[src/rtl/bankdec_pkg.sv]
package bankdec_pkg;
   // index of each decoded region inside a select vector
   typedef enum logic [1:0] {
      RGN_LORAM = 2'd0,
      RGN_IO    = 2'd1,
      RGN_ROM   = 2'd2,
      RGN_HIRAM = 2'd3
   } region_e;

   localparam int NUM_RGN = 4;

   typedef struct packed {
      logic phase_hi;
      logic valid;
      logic read;
   } cyc_t;
endpackage

[src/rtl/bankdec_capture.sv]
module bankdec_capture #(
   parameter int BANK_W      = 8,
   parameter bit TRANSPARENT = 1'b1
) (
   input  logic              clk,
   input  logic              rst_n,
   input  logic              phi2,
   input  logic [BANK_W-1:0] bus_in,
   output logic [BANK_W-1:0] bank_out
);
   generate
      if (BANK_W < 1) begin : g_bad_w
         $error("BANK_W must be at least 1");
      end
   endgenerate

   logic [BANK_W-1:0] held_q;

   always_ff @(posedge clk or negedge rst_n) begin
      if (!rst_n)
         held_q <= '0;
      else if (!phi2)
         held_q <= bus_in;
   end

   generate
      if (TRANSPARENT) begin : g_transparent
         assign bank_out = phi2 ? held_q : bus_in;
      end else begin : g_registered
         assign bank_out = held_q;
      end
   endgenerate

   // nothing is loaded while the data phase is sampled
   p_hold_high_r2: assert property (@(posedge clk) disable iff (!rst_n)
      $past(phi2) |-> $stable(held_q));
endmodule

[src/rtl/bankdec_region.sv]
module bankdec_region
   import bankdec_pkg::*;
#(
   parameter int          BANK_W   = 8,
   parameter int          LO_W     = 16,
   parameter logic [15:0] IO_BASE  = 16'h8000,
   parameter logic [15:0] ROM_BASE = 16'hC000
) (
   input  logic              clk,
   input  logic              rst_n,
   input  logic [BANK_W-1:0] bank,
   input  logic [LO_W-1:0]   addr_lo,
   input  logic              qualify,
   output logic [NUM_RGN-1:0] hit_raw,
   output logic [NUM_RGN-1:0] sel
);
   localparam logic [LO_W-1:0] IO_B  = LO_W'(IO_BASE);
   localparam logic [LO_W-1:0] ROM_B = LO_W'(ROM_BASE);

   generate
      if (IO_BASE >= ROM_BASE) begin : g_bad_order
         $error("IO_BASE must lie below ROM_BASE");
      end
      if (LO_W != 16) begin : g_bad_lo
         $error("LO_W must be 16 for the fixed window bases");
      end
   endgenerate

   logic bank_is_zero;
   assign bank_is_zero = (bank == '0);

   always_comb begin
      hit_raw            = '0;
      hit_raw[RGN_HIRAM] = !bank_is_zero;
      hit_raw[RGN_LORAM] = bank_is_zero && (addr_lo < IO_B);
      hit_raw[RGN_IO]    = bank_is_zero && (addr_lo >= IO_B) && (addr_lo < ROM_B);
      hit_raw[RGN_ROM]   = bank_is_zero && (addr_lo >= ROM_B);
   end

   genvar g;
   generate
      for (g = 0; g < NUM_RGN; g++) begin : g_qual
         assign sel[g] = hit_raw[g] && qualify;
      end
   endgenerate

   // never two devices at once
   p_one_sel_r8: assert property (@(posedge clk) disable iff (!rst_n)
      $onehot0(sel));
   // EEPROM select strictly inside its window
   p_rom_window_r6: assert property (@(posedge clk) disable iff (!rst_n)
      sel[RGN_ROM] |-> (bank == '0) && (addr_lo >= ROM_B));
endmodule

[src/rtl/bankdec_strobe.sv]
module bankdec_strobe
   import bankdec_pkg::*;
(
   input  logic clk,
   input  logic rst_n,
   input  cyc_t cyc,
   input  logic rom_hit,
   input  logic rom_wr_allow,
   output logic oe_n,
   output logic we_n,
   output logic buf_en_n,
   output logic buf_dir
);
   logic wr_blocked;

   assign wr_blocked = rom_hit && !rom_wr_allow;
   assign oe_n       = !(cyc.phase_hi && cyc.read);
   assign we_n       = !(cyc.phase_hi && !cyc.read && cyc.valid && !wr_blocked);
   assign buf_en_n   = !cyc.phase_hi;
   assign buf_dir    = cyc.read;

   // write strobe only in the data phase of a write
   p_we_phase_r10: assert property (@(posedge clk) disable iff (!rst_n)
      !we_n |-> (!buf_en_n && !buf_dir));
   // read enable and write enable exclusive
   p_oe_we_excl_r9: assert property (@(posedge clk) disable iff (!rst_n)
      !(!oe_n && !we_n));
endmodule

[src/rtl/bankdec_top.sv]
module bankdec_top
   import bankdec_pkg::*;
#(
   parameter int          BANK_W      = 8,
   parameter int          LO_W        = 16,
   parameter logic [15:0] IO_BASE     = 16'h8000,
   parameter logic [15:0] ROM_BASE    = 16'hC000,
   parameter bit          TRANSPARENT = 1'b1
) (
   input  logic                   clk,
   input  logic                   rst_n,
   input  logic                   phi2,
   input  logic                   rwb,
   input  logic                   vda,
   input  logic                   vpa,
   input  logic [LO_W-1:0]        addr_lo,
   input  logic [BANK_W-1:0]      bus_in,
   input  logic                   rom_wr_allow,
   output logic [BANK_W+LO_W-1:0] full_addr,
   output logic                   bank_zero,
   output logic                   cs_lowram_n,
   output logic                   cs_io_n,
   output logic                   cs_rom_n,
   output logic                   cs_hiram_n,
   output logic                   oe_n,
   output logic                   we_n,
   output logic                   buf_en_n,
   output logic                   buf_dir
);
   logic [BANK_W-1:0]  bank;
   logic [NUM_RGN-1:0] hit_raw;
   logic [NUM_RGN-1:0] sel;
   cyc_t               cyc;

   assign cyc.phase_hi = phi2;
   assign cyc.valid    = vda || vpa;
   assign cyc.read     = rwb;

   bankdec_capture #(.BANK_W(BANK_W), .TRANSPARENT(TRANSPARENT)) u_capture (
      .clk(clk), .rst_n(rst_n), .phi2(phi2), .bus_in(bus_in), .bank_out(bank)
   );

   bankdec_region #(
      .BANK_W(BANK_W), .LO_W(LO_W), .IO_BASE(IO_BASE), .ROM_BASE(ROM_BASE)
   ) u_region (
      .clk(clk), .rst_n(rst_n), .bank(bank), .addr_lo(addr_lo),
      .qualify(cyc.phase_hi && cyc.valid), .hit_raw(hit_raw), .sel(sel)
   );

   bankdec_strobe u_strobe (
      .clk(clk), .rst_n(rst_n), .cyc(cyc), .rom_hit(hit_raw[RGN_ROM]),
      .rom_wr_allow(rom_wr_allow), .oe_n(oe_n), .we_n(we_n),
      .buf_en_n(buf_en_n), .buf_dir(buf_dir)
   );

   assign full_addr   = {bank, addr_lo};
   assign bank_zero   = (bank == '0);
   assign cs_lowram_n = !sel[RGN_LORAM];
   assign cs_io_n     = !sel[RGN_IO];
   assign cs_rom_n    = !sel[RGN_ROM];
   assign cs_hiram_n  = !sel[RGN_HIRAM];

   // no select outside a qualified data phase
   p_no_sel_idle_r8: assert property (@(posedge clk) disable iff (!rst_n)
      (!phi2 || !(vda || vpa)) |-> (cs_lowram_n && cs_io_n && cs_rom_n && cs_hiram_n));
   // EEPROM region write lock
   p_rom_lock_r10: assert property (@(posedge clk) disable iff (!rst_n)
      (!we_n && !rom_wr_allow) |-> !(bank_zero && (addr_lo >= LO_W'(ROM_BASE))));
endmodule

[config.mk]
export PLATFORM = sky130hd
export DESIGN_NAME = bankdec_top
export DESIGN_NICKNAME = d
export VERILOG_FILES = /design/src/rtl/bankdec_pkg.sv /design/src/rtl/bankdec_capture.sv /design/src/rtl/bankdec_region.sv /design/src/rtl/bankdec_strobe.sv /design/src/rtl/bankdec_top.sv
export SDC_FILE = /design/constraint.sdc
export NUM_CORES = 1
export LEC_CHECK = 0
export BUFFER_PORTS_ARGS = -buffer_cell sky130_fd_sc_hd__buf_4
export CORE_ASPECT_RATIO = 0.75
export CORE_MARGIN = 2
export CORE_UTILIZATION = 30
export CTS_BUF_LIST = sky130_fd_sc_hd__clkbuf_8
export CTS_CLUSTER_SIZE = 14
export DETAILED_ROUTE_END_ITERATION = 6
export GPL_TIMING_DRIVEN = 0
export PLACE_DENSITY = 0.77
export RECOVER_POWER = 50
export SLEW_MARGIN = 20
export SYNTH_ARGS = -nofsm -noshare
export SYNTH_HDL_FRONTEND = slang
export SYNTH_SLANG_ARGS = --single-unit
[constraint.sdc]
create_clock -name clk -period 1.3 [get_ports clk]
set_input_delay 0.26 -clock clk [delete_from_list [all_inputs] [get_ports clk]]
set_output_delay 0.26 -clock clk [all_outputs]
set_load 0.01 [all_outputs]
* After elaboration in Yosys (flattened, before gate mapping)
Index checks and enable logic that the tools add are counted.
Storage, ports and cells: flip-flop bits (word level) 8, input bits 31, word-level logic and storage cells 33
Operators by class: $lt $le $gt $ge 4, muxes and demuxes 1, reduce and logical (&&, ||, !) cells 27
Operators with widths (count):
- 16-bit >= comparator, second input constant | 2
- 16-bit less-than comparator, second input constant | 2
- 1-bit logical AND | 14
- 1-bit zero test | 11
- 8-bit zero test | 1
- 8-bit two-way mux | 1
- 1-bit logical OR | 1

* Logic depth before layout (Yosys ltp)
Gate-level depths: netlist of the first run.
depth after elaboration 7, depth in mapped cells 4, mapped depth without buffers 3

* Modules after synthesis
A second synthesis of the first run with hierarchy kept.
Unflattened totals: cell total of the unflattened synthesis 63, area, all modules 680.7 µm²
Modules (own cells, without submodules):
- bankdec_capture | times used 1, cells each 17, area each 331.6 µm², sequential area each 200.2 µm²
- bankdec_top | times used 1, cells each 25, area each 166.4 µm², sequential area each 0.0 µm²
- bankdec_region | times used 1, cells each 16, area each 152.6 µm², sequential area each 0.0 µm²
- bankdec_strobe | times used 1, cells each 5, area each 30.0 µm², sequential area each 0.0 µm²

* Worst setup path after synthesis of the first run
No wires, ideal clock.
path type reg2out, from reg u_capture.held_q[0], to out we_n, arrival 1087 ps, path slack -47 ps, stages on the path, launching flop included 4, path buffers 0, path through dfrtp_1 > nor4_2 > nand2_1 > o311ai_2
On the way: cells in the longest elaborated chain, start to end 7
Ends and longest elaborated chain:
- start, declared | line bankdec_capture.sv:17 | logic [BANK_W-1:0] held_q;
- start signal, assigned | line bankdec_capture.sv:23 | held_q <= bus_in;
- 8-bit two-way mux
- 8-bit zero test | line bankdec_region.sv:30 | assign bank_is_zero = (bank == '0);
- 1-bit logical AND | line bankdec_region.sv:37 | hit_raw[RGN_ROM] = bank_is_zero && (addr_lo >= ROM_B);
- 1-bit logical AND | line bankdec_strobe.sv:16 | assign wr_blocked = rom_hit && !rom_wr_allow;
- 1-bit zero test | line bankdec_strobe.sv:18 | assign we_n = !(cyc.phase_hi && !cyc.read && cyc.valid && !wr_blocked);
- 1-bit logical AND | line bankdec_strobe.sv:18
- 1-bit zero test | line bankdec_strobe.sv:18
- end, declared | line bankdec_top.sv:26 | output logic we_n,
No other way between the ends.

* Final worst setup path of the first run
from reg u_capture.held_q[2], to out we_n
The elaborated chain is that of the path after synthesis.

==> results of run 1 <==
-- worst max-delay path: cells and delay by family, from the launching register on --
| kind | cells | cell delay, ps |
|---|---|---|
| flops | 1 | 400 |
| simple gates | 2 | 430 |
| buf+inv | 1 | 140 |
| compound gates | 1 | 240 |
-- worst max-delay path by stage --
stage | from | to | slack, ps | cells past startpoint
floorplan | u_capture.held_q[0]$_DFF_PN0_ | bank_zero | -40 | 3
global route | u_capture.held_q[5]$_DFF_PN0_ | we_n | -490 | 4
CTS | u_capture.held_q[2]$_DFF_PN0_ | we_n | -470 | 4
finish | u_capture.held_q[2]$_DFF_PN0_ | we_n | -400 | 4
global placement | u_capture.held_q[0]$_DFF_PN0_ | we_n | -250 | 4
detailed placement | u_capture.held_q[0]$_DFF_PN0_ | we_n | -250 | 4
-- layer usage --
layer	up-vias	wire length, µm	GRT usage (%)	share of wire [%]
li1	274	-	-	-
met1	260	564	14.3	37
met2	45	666	25.0	44
met3	3	257	3.65	17
met4	0	27	9.62	1.8
met5	-	0	0	0
-- cell usage after synthesis (all sizes together) --
cell type	instances	area, µm²
o21ai	1	5.00
mux2	8	90.1
dfrtp	8	200
buf	18	133
o311ai	1	16.3
and3	1	7.51
inv	2	7.51
o21a	1	7.51
nand3	2	10.0
nor4	4	37.5
nand2b	1	6.26
nand3b	1	7.51
nand2	4	15.0
-- cell families (layout without fill, tap and decap cells) --
family          after synthesis  in the layout  synth area share, %
mux                           8              8                 16.6
compound gates                3              3                 5.30
buf+inv                      20             75                 25.8
flops                         8              8                 36.9
simple gates                 13             13                 15.4
-- power groups by stage --
stage | registers (mW) | logic [mW] | clock network [mW]
floorplan | 0.291 | 0.129 | 0
global placement | 0.294 | 0.270 | 0
detailed placement | 0.296 | 0.272 | 0
CTS | 0.293 | 0.279 | 0.302
global route | 0.307 | 0.338 | 0.309
finish | 0.304 | 0.312 | 0.299
-- final cells by class --
type | count | area, µm²
well taps | 22 | 27.5
multi-input cells | 24 | 265
inverters | 2 | 7.51
repair buffers | 52 | 397
plain buffers | 18 | 139
clock buffers | 3 | 41.3
flip-flops and latches | 8 | 200
fillers | 150 | 647
-- per-stage QoR --
stage	total power [mW]	setup slack (ps)	cells	util, %	setup TNS (ps)
5_1_grt	0.953	-489	129	62.5	-2810
2_1_floorplan	0.420	-41.1	52	-	-78.4
3_5_place_dp	0.568	-252	123	55.0	-1100
4_1_cts	0.874	-466	128	58.9	-2280
6_report	0.915	-403	129	62.5	-2190
3_3_place_gp	0.565	-254	123	55.0	-1040
-- repair_timing --
| action | in CTS | in global routing |
|---|---|---|
| setup endpoints to repair | 14 | 14 |
| gates resized for setup | 3 | 22 |
| buffers inserted | 1 | 1 |
| hold buffers | 1 | 0 |
| hold endpoints to repair | 8 | 0 |
| pin swaps | 3 | 1 |
==> results.yml, run 1 <==
run_status:
  outcome: "finished, violations left"
  violations: "setup timing"
place:
  gp_congestion: 0.664
  io_buffers: 49
  place.detailed.hpwl_mm: 1.23
  place_area_um2: 948
pwr:
  swShare_pct: 26.4
  ir_drop_uv: 796
  leakagePower_nw: 0.535
  p_comb_share_pct: 34.1
  internal_power_mw: 0.673
  p_switching_mw: 0.241
  power_frac_seq_pct: 33.2
  power_density_nw_per_um2: 849
  clock_power_share_pct: 32.7
min_path:
  whs_endpoint: "u_capture.held_q[5]$_DFF_PN0_"
  hold_path.class: "input pin to register"
  holdCritStartpoint: "bus_in[5]"
  whs_path_depth: 2
final_layout:
  drive_above_1_share_pct: 71.0
  syn_to_final_growth_pct: 98.4
  nets: 140
  top_regs: "u_capture.held_q x8"
  largest_register_ffs: 8
  layout_commonest_cell: "buf_4"
  mostFrequentLayoutCells: "buf_4, buf_6, clkbuf_1"
  final_area_um2: 1080
  antenna-diode-count: 0
  regMostFlops: "u_capture.held_q"
timing:
  fin_crit_ps: 1700
  finClkSkew_ps: 0
  worst_pin_slew_ps: 447
  fin_crit_sh_pct: 131
  max_freq_ghz: 0.587
  hold_viol: 0
  relSlewSlack_pct: 70.2
  rsz0062_at_grt: "true"
  setup_slack_ps: -403
  drv_slew: 0
  whs_ps: 295
  setup_viol: 8
clock_network:
  cts_tree: "built"
  htreeDepth: 1
  clk_pin_slew_ps: 40
  clock_latency_ps: 230
  cts-root-buf: "clkbuf_8"
  cts.sinks: 8
  clockBufferDepth: 2
  cts_made_buffers: 3
die:
  row_count: 13
  dieHeight_um: 40.8
  io_pins: 64
  start_util_pct: 31.5
  core-area_um2: 1720
  die_x_um: 53.1
  dieArea_um2: 2170
setup_path:
  cp_slowest_cell: "dfrtp_1"
  r2r-start: "u_capture.held_q[5]$_DFF_PN0_"
  endpoint_kind: "output pin"
  r2r_slack_ps: 370
  cp_slowest_stage_delay_ps: 400
  worst_ep_required_time_ps: 1040
  reg2reg_depth: 2
  crit_type: "register to output pin"
  worstReg2RegEnd: "u_capture.held_q[5]$_DFF_PN0_"
  crit_fanout: 3
  crit_chain: "nor4_4, nand2_2, o311ai_4, buf_6"
  start_kind: "register"
  cp.arrival_ps: 1440
logic_synthesis:
  synthCells: 52
  synth_area_um2: 543
  syn_avg_cell_area_um2: 10.4
  ys_ff_latch: 8
  ys_types: 15
  synth_nets: 83
  ys_seq_area_share_pct: 36.9
  yosys_warnings: 0
routing:
  drc: 0
  vias_per_cell: 4.51
  drt-pass1-iter-count: 4
  vias: 582
  finalWirelength_mm: 1.52
  drt_iter0_drc: 4
  avgRoutedWirePerCell_um: 11.8
  postRouteAntennaNets: 0
global_route:
  grt_max_degree: 11
  antenna_found_initial: 0
  grt_pass1_wl_mm: 2.04
  grt.overflow.total: 0
  groute.usage.overall_pct: 13.7
  grt_pass1_vias: 486
run:
  drv_cap: 0
(Power assumes the default switching activity.)
==> run 2, diff against run 1 <==
--- a/config.mk
+++ b/config.mk
@@ -5,10 +5,11 @@
 export SDC_FILE = /design/constraint.sdc
 export NUM_CORES = 1
 export LEC_CHECK = 0
+export ABC_AREA = 1
 export BUFFER_PORTS_ARGS = -buffer_cell sky130_fd_sc_hd__buf_4
 export CORE_ASPECT_RATIO = 0.75
 export CORE_MARGIN = 2
-export CORE_UTILIZATION = 30
+export CORE_UTILIZATION = 32
 export CTS_BUF_LIST = sky130_fd_sc_hd__clkbuf_8
 export CTS_CLUSTER_SIZE = 14
 export DETAILED_ROUTE_END_ITERATION = 6
==> run 2 against run 1 <==
The flow still finishes with violations (setup timing). Combinational power rose by 4%. Global-route usage grew 2.3 points. Die area rose by 4.9%. Register-to-register slack improved by 20 ps. Core utilization is 2.1 points higher. Sequential power shrank 8.2%. Critical path type unchanged.
==> results.yml, run 2 <==
clock_network:
  clk_pin_slew_ps: 40
  cts-root-buf: "clkbuf_8"
  cts.sinks: 8
  cts_made_buffers: 3
  cts_tree: "built"
  clock_latency_ps: 230
  clockBufferDepth: 2
  htreeDepth: 1
logic_synthesis:
  async_flop_share_pct: 100
  synthAdderAreaFrac_pct: 0
  synth_nets: 123
  syn_avg_cell_area_um2: 6.64
  synth_area_um2: 611
  ys_types: 14
  muxShareOfSynthArea_pct: 0
  synth.most_common_cell: "inv_1"
  synth-simple-area-share_pct: 24.6
  yosys.area.top_type_share_pct: 32.8
  synth-edff-count: 0
  ys_ff_latch: 8
  synth_area_leaders: "dfrtp_1, buf_4, inv_1"
  synth_top_family_by_area: "buffers and inverters"
  synthTopCellsByCount: "inv_1, nand2_1, buf_4, dfrtp_1"
  synth-xor-area-share_pct: 0
  synthCells: 92
  synth_flop_cell: "dfrtp_1"
  yosys.area.top_type: "dfrtp_1"
  ys_seq_area_share_pct: 32.8
  yosys_warnings: 0
  synth_compound_area_share_pct: 3.28
run_status:
  violations: "setup timing"
  outcome: "finished, violations left"
setup_path:
  cp.buffers_inverters: 3
  path_common_cell: "nand2_1"
  crit_chain: "inv_1, nand2_1, o21ai_2, nand2_2, nor2_4, nand2_4, inv_4, nand2_1, buf_6"
  cp_slowest_cell: "dfrtp_1"
  crit_family: "simple AND/OR/NAND/NOR gates"
  startpoint: "u_capture.held_q[5]$_DFF_PN0_"
  cp.arrival_ps: 1390
  worstReg2RegEnd: "u_capture.held_q[6]$_DFF_PN0_"
  endpoint_kind: "output pin"
  reg2reg_depth: 6
  cp_slowest_stage_delay_ps: 360
  worst_ep_required_time_ps: 1040
  crit_type: "register to output pin"
  start_kind: "register"
  crit_fanout: 4
  r2r-start: "u_capture.held_q[6]$_DFF_PN0_"
  r2r_slack_ps: 390
final_layout:
  layout_commonest_cell: "buf_4"
  top_regs: "u_capture.held_q x8"
  largest_register_ffs: 8
  regMostFlops: "u_capture.held_q"
  antenna-diode-count: 0
  mostFrequentLayoutCells: "buf_4, inv_1, nand2_1"
  syn_to_final_growth_pct: 87.5
  drive_above_1_share_pct: 56.4
  nets: 182
timing:
  finalSetupTns_ps: -1910
  fin_crit_sh_pct: 127
  whs_ps: 265
  rsz0062_at_grt: "true"
  fin_crit_ps: 1650
  finClkSkew_ps: 0
  drv_slew: 0
  worst_pin_slew_ps: 438
  relSlewSlack_pct: 70.8
  setup_viol: 7
  max_freq_ghz: 0.605
  hold_viol: 0
  setup_slack_ps: -353
global_route:
  grt.overflow.total: 0
  grt_max_degree: 11
  grt_pass1_wl_mm: 2.62
  antenna_found_initial: 0
  groute.usage.overall_pct: 15.9
  grt_pass1_vias: 656
routing:
  drt_iter0_drc: 5
  drc: 0
  vias_per_cell: 4.26
  postRouteAntennaNets: 0
  vias: 728
  finalWirelength_mm: 1.81
  drt-pass1-iter-count: 4
  avgRoutedWirePerCell_um: 10.6
pwr:
  ir_drop_uv: 582
  finalPower_mw: 0.906
  power_density_nw_per_um2: 792
  leakagePower_nw: 0.682
min_path:
  whs_endpoint: "u_capture.held_q[2]$_DFF_PN0_"
  holdCritStartpoint: "bus_in[2]"
  whs_path_depth: 3
  hold_path.class: "input pin to register"
die:
  dieHeight_um: 41.8
  core-area_um2: 1770
  start_util_pct: 34.4
  dieArea_um2: 2280
  die_x_um: 54.4
  row_count: 13
  io_pins: 64
place:
  io_buffers: 49
  gp_congestion: 0.704
  place.detailed.hpwl_mm: 1.32
run:
  drv_cap: 0
run 2: changes by cell type after synthesis, moves of 3 or more:
cell     delta
nand2_2     +3
mux2_2      -8
inv_1      +24
nand2_1    +21
run 2: power by group:
| part | leakage, nW | internal, mW | switching (mW) | total (mW) |
|---|---|---|---|---|
| registers | 0.0888 | 0.272 | 0.00646 | 0.279 |
| logic | 0.572 | 0.176 | 0.151 | 0.326 |
| clock network | 0.0216 | 0.201 | 0.101 | 0.301 |
| total | 0.682 | 0.649 | 0.258 | 0.906 |
run 2: kinds of logic (layout without fill, tap and decap cells):
family / count (synthesis) / after routing
AOI/OAI and AO/OA: 4 / 4
and+or+nand+nor: 35 / 35
DFF: 8 / 8
buffers and inverters: 45 / 102
run 2: area by class of cell:
type                       count  area [µm²]
fill                         134         628
timing repair buffer          54         412
multi-input combinational     39         216
sequential                     8         200
buffer                        18         139
inverter                      27         109
clock buffer                   3        41.3
tap                           22        27.5
run 2: per-stage QoR:
step | cells | worst slack, ps | instance area (µm²) | util [%]
5_1_grt | 171 | -425 | 1140 | 64.6
3_3_place_gp | 163 | -211 | 1010 | 56.7
6_report | 171 | -353 | 1140 | 64.6
4_1_cts | 169 | -296 | 1110 | 62.7
2_1_floorplan | 92 | 30.7 | 611 | -
3_5_place_dp | 163 | -237 | 1010 | 56.7
run 2: how the worst max path moves through the flow:
stage                     slack (ps)  cells after the start           to
after floorplan                   30                      8  cs_lowram_n
after global placement          -210                     10     cs_rom_n
after detailed placement        -240                     10  cs_lowram_n
after CTS                       -300                      9  cs_lowram_n
after global routing            -430                      9      cs_io_n
final                           -350                      9      cs_io_n
run 2: metal layers:
metal / GRT usage [%] / part of all wire, %
met1: 16.6 / 36
met2: 28.4 / 55
met4: 3.00 / 0.55
met3: 7.55 / 8.3
met5: 0 / 0
run 2: timing repair:
item	4_1_cts	5_1_grt
buffers inserted	2	2
hold buffers	1	0
gates resized for setup	13	16
pin swaps	9	6
endpoints found under the setup margin	7	10
endpoints found under the hold margin	8	0
run 2: worst register-to-register path: stages (launching register included):
cell     delay (ps)
dfrtp_1         360
inv_1            60
nand2_2          50
o21ai_2          50
buf_4           140
inv_4            30
buf_4           120
==> run 3, diff against run 2 <==
--- a/config.mk
+++ b/config.mk
@@ -14,7 +14,7 @@
 export CTS_CLUSTER_SIZE = 14
 export DETAILED_ROUTE_END_ITERATION = 6
 export GPL_TIMING_DRIVEN = 0
-export PLACE_DENSITY = 0.77
+export PLACE_DENSITY_LB_ADDON = 0.15
 export RECOVER_POWER = 50
 export SLEW_MARGIN = 20
 export SYNTH_ARGS = -nofsm -noshare
==> run 3 against run 2 <==
The flow still finishes with violations (setup timing). Via count is 7.6% lower. Non-clock buffer count is 3 lower. Cell count is 1.8% lower. Critical endpoint is now cs_lowram_n. Largest cell class unchanged. Sequential cell count stayed put. Clock skew stayed put. Die area stayed put.
==> results.yml, run 3 (synthesis gave the netlist of run 2 again) <==
timing:
  max_freq_ghz: 0.640
  drv_slew: 0
  relSlewSlack_pct: 70.0
  rsz0062_at_grt: "true"
  finalSetupTns_ps: -1310
  hold_viol: 0
  setup_slack_ps: -263
  fin_crit_ps: 1560
  fin_crit_sh_pct: 120
  setup_viol: 6
  worst_pin_slew_ps: 449
  finClkSkew_ps: 0
routing:
  drt_iter0_drc: 8
  finalWirelength_mm: 1.58
  vias: 673
  drc: 0
  avgRoutedWirePerCell_um: 9.39
  drt-pass1-iter-count: 4
  vias_per_cell: 4.01
  postRouteAntennaNets: 0
setup_path:
  crit_type: "register to output pin"
  endpoint_kind: "output pin"
  cp.arrival_ps: 1300
  r2r_slack_ps: 540
  crit_fanout: 4
  worstReg2RegEnd: "u_capture.held_q[1]$_DFF_PN0_"
  worst_ep_required_time_ps: 1040
  start_kind: "register"
  reg2reg_depth: 5
  r2r-start: "u_capture.held_q[1]$_DFF_PN0_"
final_layout:
  utilization_pct: 62.2
  antenna-diode-count: 0
  largest_register_ffs: 8
  top_regs: "u_capture.held_q x8"
  regMostFlops: "u_capture.held_q"
  mostFrequentLayoutCells: "buf_4, inv_1, nand2_1"
  drive_above_1_share_pct: 56.8
  syn_to_final_growth_pct: 80.7
  nets: 179
  layout_commonest_cell: "buf_4"
run:
  drv_cap: 0
place:
  dp_slack_ps: -252
  io_buffers: 49
  place.detailed.hpwl_mm: 1.25
  gp_congestion: 0.766
global_route:
  antenna_found_initial: 0
  groute.usage.overall_pct: 13.3
  grt_max_degree: 11
  grt.overflow.total: 0
  grt_pass1_vias: 574
  grt_pass1_wl_mm: 2.21
clock_network:
  cts-root-buf: "clkbuf_8"
  clockBufferDepth: 2
  clock_latency_ps: 230
  htreeDepth: 1
  cts_made_buffers: 3
  clk_pin_slew_ps: 40
  cts.sinks: 8
  cts_tree: "built"
die:
  die_x_um: 54.4
  start_util_pct: 34.4
  dieHeight_um: 41.8
  row_count: 13
  core-area_um2: 1770
  io_pins: 64
  dieArea_um2: 2280
min_path:
  holdCritStartpoint: "bus_in[2]"
  whs_path_depth: 3
  hold_path.class: "input pin to register"
  whs_endpoint: "u_capture.held_q[2]$_DFF_PN0_"
pwr:
  internal_power_mw: 0.631
  swShare_pct: 27.6
  power_frac_seq_pct: 31.8
  finalPower_mw: 0.871
  p_switching_mw: 0.241
  leakagePower_nw: 0.649
  ir_drop_uv: 741
  p_comb_share_pct: 34.5
  clock_power_share_pct: 33.7
  power_density_nw_per_um2: 790
run_status:
  violations: "setup timing"
  outcome: "finished, violations left"
[run 3: changes by cell type in the layout (fill, tap and decap cells not counted)]
cell,before,now
buf_4,53,55
buf_6,10,5
inv_1,23,25
inv_4,3,1
nand2_1,21,17
nand2_2,6,11
nand2_4,1,0
[run 3: final cells by class]
class	instances	area, µm²
fill	171	669
clock buffer	3	41.3
sequential	8	200
timing repair buffer	51	370
multi-input combinational	39	221
inverter	27	104
tap	22	27.5
buffer	18	139
[run 3: worst max path at each step]
| stage | slack (ps) | from | endpoint |
|---|---|---|---|
| floorplan | 30 | phi2 | cs_lowram_n |
| global placement | -230 | phi2 | cs_rom_n |
| detailed placement | -250 | phi2 | cs_rom_n |
| CTS | -280 | u_capture.held_q[2]$_DFF_PN0_ | cs_lowram_n |
| global route | -350 | u_capture.held_q[1]$_DFF_PN0_ | cs_rom_n |
| finish | -260 | u_capture.held_q[0]$_DFF_PN0_ | cs_lowram_n |
[run 3: power by group through the flow]
stage / logic, mW / clock network (mW) / registers, mW
after CTS: 0.292 / 0.298 / 0.277
after global routing: 0.330 / 0.319 / 0.279
after global placement: 0.278 / 0 / 0.280
final: 0.300 / 0.294 / 0.277
after floorplan: 0.140 / 0 / 0.279
after detailed placement: 0.283 / 0 / 0.280
[run 3: worst max-delay path: stages, from the launching register on]
cell and delay (ps):
dfrtp_1 350, inv_1 50, nand2_1 50, nand2_2 90
nand2_2 70, nor2_4 120, nand2_2 80, inv_4 80
nand3_2 70, buf_6 120
[run 3: metrics by stage]
stage          hold slack (ps)  std cells  area (µm²)
2_1_floorplan            -35.6         92         611
3_3_place_gp              83.4        163        1010
3_5_place_dp              85.9        163        1010
4_1_cts                    274        167        1090
5_1_grt                    287        168        1100
6_report                   284        168        1100
[run 3: layer usage]
layer / global-route usage (%) / part of all wire [%] / vias up
li1: - / - / 350
met1: 14.8 / 37 / 282
met2: 21.7 / 52 / 39
met3: 6.47 / 10 / 2
met4: 4.50 / 0.76 / 0
met5: 0 / 0 / -
[run 3: repair_timing]
item | 4_1_cts | 5_1_grt
pin swaps | 3 | 5
hold buffers | 1 | 0
endpoints found under the setup margin | 7 | 7
gates resized for setup | 9 | 14
endpoints found under the hold margin | 8 | 0
setup buffers | 0 | 1
